### config.mk
export PLATFORM = sky130hd
export DESIGN_NAME = two_coil_angle_decoder
export DESIGN_NICKNAME = d
export VERILOG_FILES = /design/src/rtl/coil_angle_pkg.sv /design/src/rtl/octant_planner.sv /design/src/rtl/angle_ramp_rom.sv /design/src/rtl/coil_composer.sv /design/src/rtl/two_coil_angle_decoder.sv
export SDC_FILE = /design/constraint.sdc
export NUM_CORES = 1
export LEC_CHECK = 0
export ABC_AREA = 1
export BUFFER_PORTS_ARGS = -buffer_cell sky130_fd_sc_hd__buf_2
export CAP_MARGIN = 40
export CORE_AREA = 3 3 68 70
export CTS_CLUSTER_DIAMETER = 40
export DETAILED_ROUTE_END_ITERATION = 12
export DIE_AREA = 0 0 71 73
export MAX_ROUTING_LAYER = met4
export PLACE_DENSITY = 0.7
export RECOVER_POWER = 25
export SLEW_MARGIN = 20
export SYNTH_ARGS = -nofsm -noshare
export SYNTH_HDL_FRONTEND = slang
export SYNTH_HIERARCHICAL = 1
export SYNTH_SLANG_ARGS = --single-unit
### constraint.sdc
create_clock -name clk -period 3.9 [get_ports clk]
set_input_delay 0.39 -clock clk [delete_from_list [all_inputs] [get_ports clk]]
set_output_delay 0.39 -clock clk [all_outputs]
set_load 0.02 [all_outputs]
### src/rtl/coil_angle_pkg.sv
package coil_angle_pkg;

  // Per-octant drive plan
  typedef struct packed {
    logic sat_on_sin;   // 1: sine coil saturates, cosine ramps
    logic sat_neg;      // saturating coil is negative
    logic ramp_neg;     // ramping coil is negative
    logic rev_index;    // ramp table read backwards
  } octant_plan_t;

  localparam int unsigned OCT_BITS = 3;

endpackage

### src/rtl/octant_planner.sv
module octant_planner
  import coil_angle_pkg::*;
(
  input  logic [OCT_BITS-1:0] octant,
  output octant_plan_t        plan
);

  always_comb begin
    plan.rev_index = octant[0];
    unique case (octant)
      3'd0: begin plan.sat_on_sin = 1'b0; plan.sat_neg = 1'b0; plan.ramp_neg = 1'b0; end
      3'd1: begin plan.sat_on_sin = 1'b1; plan.sat_neg = 1'b0; plan.ramp_neg = 1'b0; end
      3'd2: begin plan.sat_on_sin = 1'b1; plan.sat_neg = 1'b0; plan.ramp_neg = 1'b1; end
      3'd3: begin plan.sat_on_sin = 1'b0; plan.sat_neg = 1'b1; plan.ramp_neg = 1'b0; end
      3'd4: begin plan.sat_on_sin = 1'b0; plan.sat_neg = 1'b1; plan.ramp_neg = 1'b1; end
      3'd5: begin plan.sat_on_sin = 1'b1; plan.sat_neg = 1'b1; plan.ramp_neg = 1'b1; end
      3'd6: begin plan.sat_on_sin = 1'b1; plan.sat_neg = 1'b1; plan.ramp_neg = 1'b0; end
      default: begin plan.sat_on_sin = 1'b0; plan.sat_neg = 1'b0; plan.ramp_neg = 1'b1; end
    endcase
  end

endmodule

### src/rtl/angle_ramp_rom.sv
module angle_ramp_rom #(
  parameter int unsigned STEP_W     = 7,
  parameter int unsigned MAG_W      = 9,
  parameter int unsigned FULL_SCALE = 511,
  parameter int unsigned RAMP_MODE  = 0
) (
  input  logic [STEP_W-1:0] step,
  input  logic              reverse,
  output logic [MAG_W-1:0]  mag
);

  localparam int unsigned DEPTH = 1 << STEP_W;

  function automatic logic [MAG_W-1:0] ramp_entry(input int unsigned idx);
    longint unsigned v;
    if (RAMP_MODE == 1)
      v = (longint'(FULL_SCALE) * idx * (2 * DEPTH - idx)) / (longint'(DEPTH) * DEPTH);
    else
      v = (longint'(FULL_SCALE) * idx) / DEPTH;
    return MAG_W'(v);
  endfunction

  logic [MAG_W-1:0]  table_q [DEPTH];
  logic [STEP_W-1:0] addr;

  for (genvar i = 0; i < DEPTH; i++) begin : g_entry
    assign table_q[i] = ramp_entry(i);
  end

  // Odd octants read backwards: DEPTH-1-step equals the bitwise inverse
  assign addr = reverse ? ~step : step;
  assign mag  = table_q[addr];

endmodule

### src/rtl/coil_composer.sv
module coil_composer
  import coil_angle_pkg::*;
#(
  parameter int unsigned OUT_W      = 10,
  parameter int unsigned FULL_SCALE = 511
) (
  input  octant_plan_t             plan,
  input  logic [OUT_W-2:0]         ramp_mag,
  output logic signed [OUT_W-1:0]  sin_next,
  output logic signed [OUT_W-1:0]  cos_next
);

  localparam logic signed [OUT_W-1:0] FS_POS = OUT_W'(FULL_SCALE);

  logic signed [OUT_W-1:0] sat_val;
  logic signed [OUT_W-1:0] ramp_pos;
  logic signed [OUT_W-1:0] ramp_val;

  assign sat_val  = plan.sat_neg ? -FS_POS : FS_POS;
  assign ramp_pos = $signed({1'b0, ramp_mag});
  assign ramp_val = plan.ramp_neg ? -ramp_pos : ramp_pos;

  always_comb begin
    if (plan.sat_on_sin) begin
      sin_next = sat_val;
      cos_next = ramp_val;
    end else begin
      sin_next = ramp_val;
      cos_next = sat_val;
    end
  end

endmodule

### src/rtl/two_coil_angle_decoder.sv
module two_coil_angle_decoder
  import coil_angle_pkg::*;
#(
  parameter int unsigned ANGLE_W    = 10,
  parameter int unsigned OUT_W      = 10,
  parameter int unsigned FULL_SCALE = 511,
  parameter int unsigned RAMP_MODE  = 0
) (
  input  logic                     clk,
  input  logic                     rst,
  input  logic                     in_valid,
  input  logic [ANGLE_W-1:0]       angle_code,
  output logic signed [OUT_W-1:0]  sin_code,
  output logic signed [OUT_W-1:0]  cos_code,
  output logic                     out_valid
);

  localparam int unsigned STEP_W = ANGLE_W - OCT_BITS;
  localparam int unsigned MAG_W  = OUT_W - 1;

  initial begin
    if (FULL_SCALE >= (1 << MAG_W))
      $error("FULL_SCALE does not fit the signed output width");
  end

  octant_plan_t            plan;
  logic [MAG_W-1:0]        ramp_mag;
  logic signed [OUT_W-1:0] sin_next;
  logic signed [OUT_W-1:0] cos_next;

  octant_planner u_plan (
    .octant (angle_code[ANGLE_W-1 -: OCT_BITS]),
    .plan   (plan)
  );

  angle_ramp_rom #(
    .STEP_W     (STEP_W),
    .MAG_W      (MAG_W),
    .FULL_SCALE (FULL_SCALE),
    .RAMP_MODE  (RAMP_MODE)
  ) u_rom (
    .step    (angle_code[STEP_W-1:0]),
    .reverse (plan.rev_index),
    .mag     (ramp_mag)
  );

  coil_composer #(
    .OUT_W      (OUT_W),
    .FULL_SCALE (FULL_SCALE)
  ) u_comp (
    .plan     (plan),
    .ramp_mag (ramp_mag),
    .sin_next (sin_next),
    .cos_next (cos_next)
  );

  always_ff @(posedge clk) begin
    if (rst) begin
      sin_code  <= '0;
      cos_code  <= '0;
      out_valid <= 1'b0;
    end else if (in_valid) begin
      sin_code  <= sin_next;
      cos_code  <= cos_next;
      out_valid <= 1'b1;
    end
  end

endmodule

==> flow_metrics.py, run 1 <==
metrics = {
    "setup_path": {
        "start_kind": "input port",
        "startpoint": "angle_code[7]",
        "cpMostUsedCell": "nand2_1",
        "endpoint_kind": "flip-flop",
        "critPathBufInv": 5,
        "crit_family": "simple AND/OR/NAND/NOR gates",
        "slowest_delay_ps": 380,
        "crit_type": "input port to flip-flop",
        "crit_slowest_cell": "xnor2_1",
        "cp_max_fo": 16,
        "required_ps": 4050,
        "arrival_ps": 3080,
        "worstPathCellList": "buf_2 > xnor2_1 > ha_1 > inv_1 > nor2_2 > ha_1 > inv_1 > ha_1 > o21ai_0 > inv_1 > nand2_1 > nor2_1 > nand2_1 > nand3_1 > nand3_1 > nand2_1 > inv_1 > nand2_1 > nand2_1 > nor2_1",
        "worstReg2RegStart": "cos_code[4]",
    },
    "global_routing": {
        "antenna_found_initial": 0,
        "grt_busiest_layer": "met2",
        "grt_pass1_vias": 1532,
        "use_met3": 0.01653,
        "grt_max_degree": 42,
        "grt_first_pass_wirelength_mm": 6.334,
        "gr-usage-met2": 0.2441,
        "grt_usage": 0.1476,
        "grt_overflow": 0,
        "grt_use_met1": 0.1938,
    },
    "timing": {
        "clock-skew-final_ps": 0,
        "whs_ps": 292.4,
        "fin_crit_sh": 0.7493,
        "finalSetupViolCount": 0,
        "period_minus_slack_ps": 2922,
        "relSlewSlack": -0.1701,
        "hold_viol_final": 0,
        "rsz0062_at_grt": "no",
        "fin_tns_setup_ps": 0,
        "drv_slew": 42,
        "worst_pin_slew_ps": 1755,
        "max_freq_ghz": 0.3422,
    },
    "synth": {
        "synth_cell_types": 22,
        "yosysWarnings": 6,
        "synthCells": 307,
        "synthFlopType": "dfxtp_1",
        "async_reset_ff_frac": 0,
        "synthesis.area_um2": 1831,
        "seq_area_frac_synth": 0.2297,
        "synth_seq_cells": 21,
        "avgSynthCellArea_um2": 5.963,
        "synth_edf_count": 0,
        "synth_fp_nets": 330,
    },
    "hold_path": {
        "min-delay-path-class": "input port to flip-flop",
        "hp-start": "rst",
    },
    "floorplanning": {
        "die_w_um": 71,
        "fp.coreArea_um2": 4029,
        "pin_count": 34,
        "die_h_um": 73,
        "fp-row-count": 23,
        "die_area_um2": 5183,
        "initial_core_util": 0.4543,
    },
    "placement": {
        "io_buffers": 33,
        "place.gp.congestion": 0.9639,
        "dp_hpwl_mm": 2.673,
    },
    "clock_tree": {
        "clk_pin_slew_ps": 80,
        "hold_buffers": 0,
        "clockBufferDepth": 2,
        "cts_max_level": 1,
        "numCtsBuffers": 3,
        "cts_tree": "yes",
        "insertion_delay_ps": 260,
        "post_cts_buffers": 0,
        "cts_resized": 0,
        "clock-root-buffer": "clkbuf_8",
        "cts_sinks": 21,
    },
    "finish": {
        "nNetsFinal": 356,
        "drive_above_1_share": 0.1627,
        "area_delta_synth_final_pct": 6.904,
        "antennaDiodeCount": 0,
    },
    "power_and_ir_drop": {
        "cellPowerDensity_nw_per_um2": 323.3,
        "irDropWorstVdd_mv": 0.1165,
        "p_leak_nw": 1.162,
    },
    "route": {
        "drt-wirelength-per-cell_um": 9.039,
        "wirelength_mm": 3.453,
        "firstDrtPassIters": 4,
        "drtIter0Drc": 99,
        "vias_per_cell": 4.474,
        "drtAntennaViolNets": 0,
        "drc": 0,
        "vias": 1709,
    },
    "run": {
        "maxCapViolations": 1,
    },
    "outcome": {
        "status": "complete, but fails checks",
        "violations": "max-capacitance violations, max-slew violations",
    },
}
==> metrics by stage <==
stage / power, mW / area (µm²) / cells / utilization / worst slack, ps
after floorplan: 0.4529 / 1831 / 307 / - / 1091
after detailed placement: 0.4984 / 1923 / 378 / 0.4773 / 703.9
after CTS: 0.6410 / 1969 / 382 / 0.4888 / 983.9
after global placement: 0.4967 / 1923 / 378 / 0.4773 / 781.3
after global routing: 0.6869 / 1957 / 382 / 0.4857 / 599.9
final: 0.6327 / 1957 / 382 / 0.4857 / 977.7
==> logic make-up after synthesis <==
| family | after synthesis | share of synthesized area |
|---|---|---|
| AOI/OAI and AO/OA | 15 | 0.04511 |
| buffers and inverters | 60 | 0.1757 |
| xor gates and xnor gates | 8 | 0.03827 |
| DFF | 21 | 0.2297 |
| and+or+nand+nor | 193 | 0.4429 |
| adders and majority gates | 10 | 0.06835 |
==> registers in the layout, summed over array words and instances, names as in the netlist <==
register and flops:
sin_code 10, cos_code 10, out_valid 1
==> final cells by class <==
| type | instances | area (µm²) |
|---|---|---|
| Fill cell | 456 | 2072 |
| Multi-Input combinational cell | 226 | 1089 |
| Inverter | 47 | 178.9 |
| Sequential cell | 21 | 420.4 |
| Timing Repair Buffer | 34 | 160.2 |
| Clock buffer | 3 | 41.29 |
| Tap cell | 50 | 62.56 |
| Clock inverter | 1 | 5.005 |
==> routing by layer <==
metal	part of all wire	wire length, µm
met2	0.43	1497
met4	0.0098	34
met5	0	0
met3	0.042	144
met1	0.51	1777
==> cells in the final DEF, fill, tap and decap left out, types with 9 or more instances in the layout <==
| cell | instances |
|---|---|
| clkbuf_1 | 10 |
| nand2_1 | 107 |
| o21ai_0 | 9 |
| nand3_1 | 14 |
| buf_2 | 23 |
| ha_1 | 10 |
| nor2_1 | 46 |
| dfxtp_1 | 21 |
| nand2_2 | 14 |
| inv_1 | 45 |
==> synthesized netlist by cell type, types with 2 or more instances <==
cell type,count,area share
ha_1,10,0.068
xnor2_1,4,0.019
dfxtp_1,21,0.23
o21ai_1,4,0.011
nor2_1,46,0.094
nand4_1,3,0.010
nor2_2,7,0.024
buf_4,4,0.016
buf_6,7,0.043
nand2_1,107,0.22
inv_1,45,0.092
nand3_1,14,0.038
o21ai_0,9,0.025
nand2_2,14,0.048
xor2_1,4,0.019
o21ai_2,2,0.0096
==> where the power goes <==
group | total [mW] | switching, mW | internal [mW]
clock | 0.141 | 0.0700 | 0.0711
combinational | 0.249 | 0.167 | 0.0819
sequential | 0.243 | 0.00907 | 0.234
total | 0.633 | 0.246 | 0.387
==> final timing paths <==
kind            endpoint  slack, ps  cells past startpoint
max          sin_code[7]        980                     20
min            out_valid        290                      2
max reg2reg  cos_code[4]       3270                      2
min reg2reg    out_valid        470                      2
==> worst register-to-register path, cell delays in order, from the launching register on <==
cell and delay [ps]:
dfxtp_1 370, nor2_1 60, nor2_2 150
Power figures use the tool's default switching activity.
==> run 2, diff against run 1 <==
PLACE_DENSITY = 0.72   (was 0.7)
clock period = 2.4 ns   (was 3.9 ns; I/O delays follow)
==> flow_metrics.py, run 2 (same netlist as run 1, synthesis figures left out) <==
metrics = {
    "finish": {
        "antennaDiodeCount": 0,
        "drive_above_1_share": 0.2735,
        "layout.cells.most_common": "nand2_1",
        "register_area_um2": 420.4,
        "area_delta_synth_final_pct": 22.83,
        "mostFrequentLayoutCells": "102 x nand2_1, 46 x nor2_1, 40 x inv_1",
        "final-instance-count-excl-fill": 401,
        "num-fill-cells": 427,
        "top_regs": "cos_code (10), sin_code (10), out_valid (1)",
        "postLayoutCellArea_um2": 2248,
        "multi_input_comb_area_um2": 1225,
        "nNetsFinal": 375,
    },
    "clock_tree": {
        "cts_sinks": 21,
        "clock-root-buffer": "clkbuf_8",
        "clockBufferDepth": 2,
        "cts_max_level": 1,
        "insertion_delay_ps": 260,
        "clk_pin_slew_ps": 80,
        "cts_tree": "yes",
        "numCtsBuffers": 3,
    },
    "setup_path": {
        "cp_max_fo": 5,
        "critPathBufInv": 7,
        "crit_family": "buffers and inverters",
        "start_kind": "input port",
        "arrival_ps": 2380,
        "crit_type": "input port to flip-flop",
        "cpMostUsedCell": "nand2_1",
        "worstPathCellList": "buf_6 > xor2_2 > inv_1 > ha_2 > inv_2 > nor2_4 > ha_4 > buf_4 > ha_4 > nand2_4 > inv_4 > buf_4 > nand2_2 > nand2_1 > xor2_1 > o21ai_0 > inv_1 > nand2_1 > nand2_1 > nor2_1",
        "endpoint_kind": "flip-flop",
        "required_ps": 2560,
        "slowest_delay_ps": 240,
        "crit_slowest_cell": "xor2_1",
    },
    "route": {
        "vias_per_cell": 4.603,
        "vias": 1846,
        "drc": 0,
        "firstDrtPassIters": 4,
        "drt-wirelength-per-cell_um": 9.813,
        "drtAntennaViolNets": 0,
        "drtIter0Drc": 82,
        "wirelength_mm": 3.935,
    },
    "power_and_ir_drop": {
        "cellPowerDensity_nw_per_um2": 497.2,
        "power_mw": 1.118,
        "p_leak_nw": 1.277,
        "irDropWorstVdd_mv": 0.2031,
    },
    "placement": {
        "place.gp.congestion": 0.8777,
        "dp_hpwl_mm": 2.965,
        "io_buffers": 33,
        "placed_area_um2": 2138,
        "dp_cells": 395,
    },
    "timing": {
        "whs_ps": 141.6,
        "hold_viol_final": 0,
        "finalSetupViolCount": 0,
        "max_freq_ghz": 0.4506,
        "fin_crit_sh": 0.9247,
        "relSlewSlack": 0.5096,
        "clock-skew-final_ps": 0,
        "worst_pin_slew_ps": 735.6,
        "fin_tns_setup_ps": 0,
        "period_minus_slack_ps": 2219,
        "drv_slew": 0,
    },
    "global_routing": {
        "antenna_found_initial": 0,
        "grt_overflow": 0,
        "grt_pass1_vias": 1607,
        "grt_first_pass_wirelength_mm": 6.354,
        "grt_max_degree": 42,
        "grt_usage": 0.1503,
    },
    "hold_path": {
        "min-delay-path-class": "input port to flip-flop",
    },
    "run": {
        "maxCapViolations": 0,
    },
    "floorplanning": {
        "pin_count": 34,
        "die_area_um2": 5183,
        "die_h_um": 73,
        "fp-row-count": 23,
        "initial_core_util": 0.4543,
        "fp.coreArea_um2": 4029,
        "die_w_um": 71,
    },
    "outcome": {
        "status": "complete, no violations",
    },
}
==> run 2: worst paths after layout <==
check                start          end  slack, ps  depth (start not counted)
max reg2reg    cos_code[4]  cos_code[4]       1810                          2
max          angle_code[7]  cos_code[3]        180                         20
min                    rst    out_valid        140                          2
min reg2reg    sin_code[6]  sin_code[6]        470                          2
==> run 2: metal layers <==
layer,share of wire,vias to the layer above,GRT usage
met1,0.44,797,0.1738
met2,0.50,48,0.2698
met5,0,-,-
li1,-,995,-
met3,0.043,6,0.01791
met4,0.017,0,0.05010
==> run 2: per-stage QoR <==
stage / util / setup WS (ps)
after global placement: 0.5307 / -103.2
after global routing: 0.5581 / -3.720
after detailed placement: 0.5307 / -148.7
after floorplan: - / -5.605
final: 0.5581 / 180.6
after CTS: 0.5422 / 115.1
==> run 2: power by group <==
| group | total, mW | switching [mW] | internal, mW | leakage (nW) |
|---|---|---|---|---|
| Combinational | 0.492 | 0.304 | 0.189 | 1.08 |
| Sequential | 0.395 | 0.0148 | 0.380 | 0.175 |
| Clock | 0.230 | 0.115 | 0.116 | 0.0255 |
| Total | 1.12 | 0.433 | 0.684 | 1.28 |
==> run 2: layout make-up <==
type	count	area share
Multi-Input combinational cell	226	0.5448
Clock buffer	3	0.01836
Sequential cell	21	0.1870
Inverter	47	0.08180
Clock inverter	1	0.002226
Timing Repair Buffer	53	0.1380
Tap cell	50	0.02782
==> run 2: what timing repair did <==
action	CTS	global route
buffers inserted	0	2
endpoints found under the hold margin	0	0
endpoints found under the setup margin	0	6
hold buffers	0	0
gates resized for setup	0	19
==> run 2: worst reg2reg max path: cells and delay by family (launching register included) <==
| kind | cells | cell delay, ps |
|---|---|---|
| flops | 1 | 320 |
| simple gates | 2 | 160 |
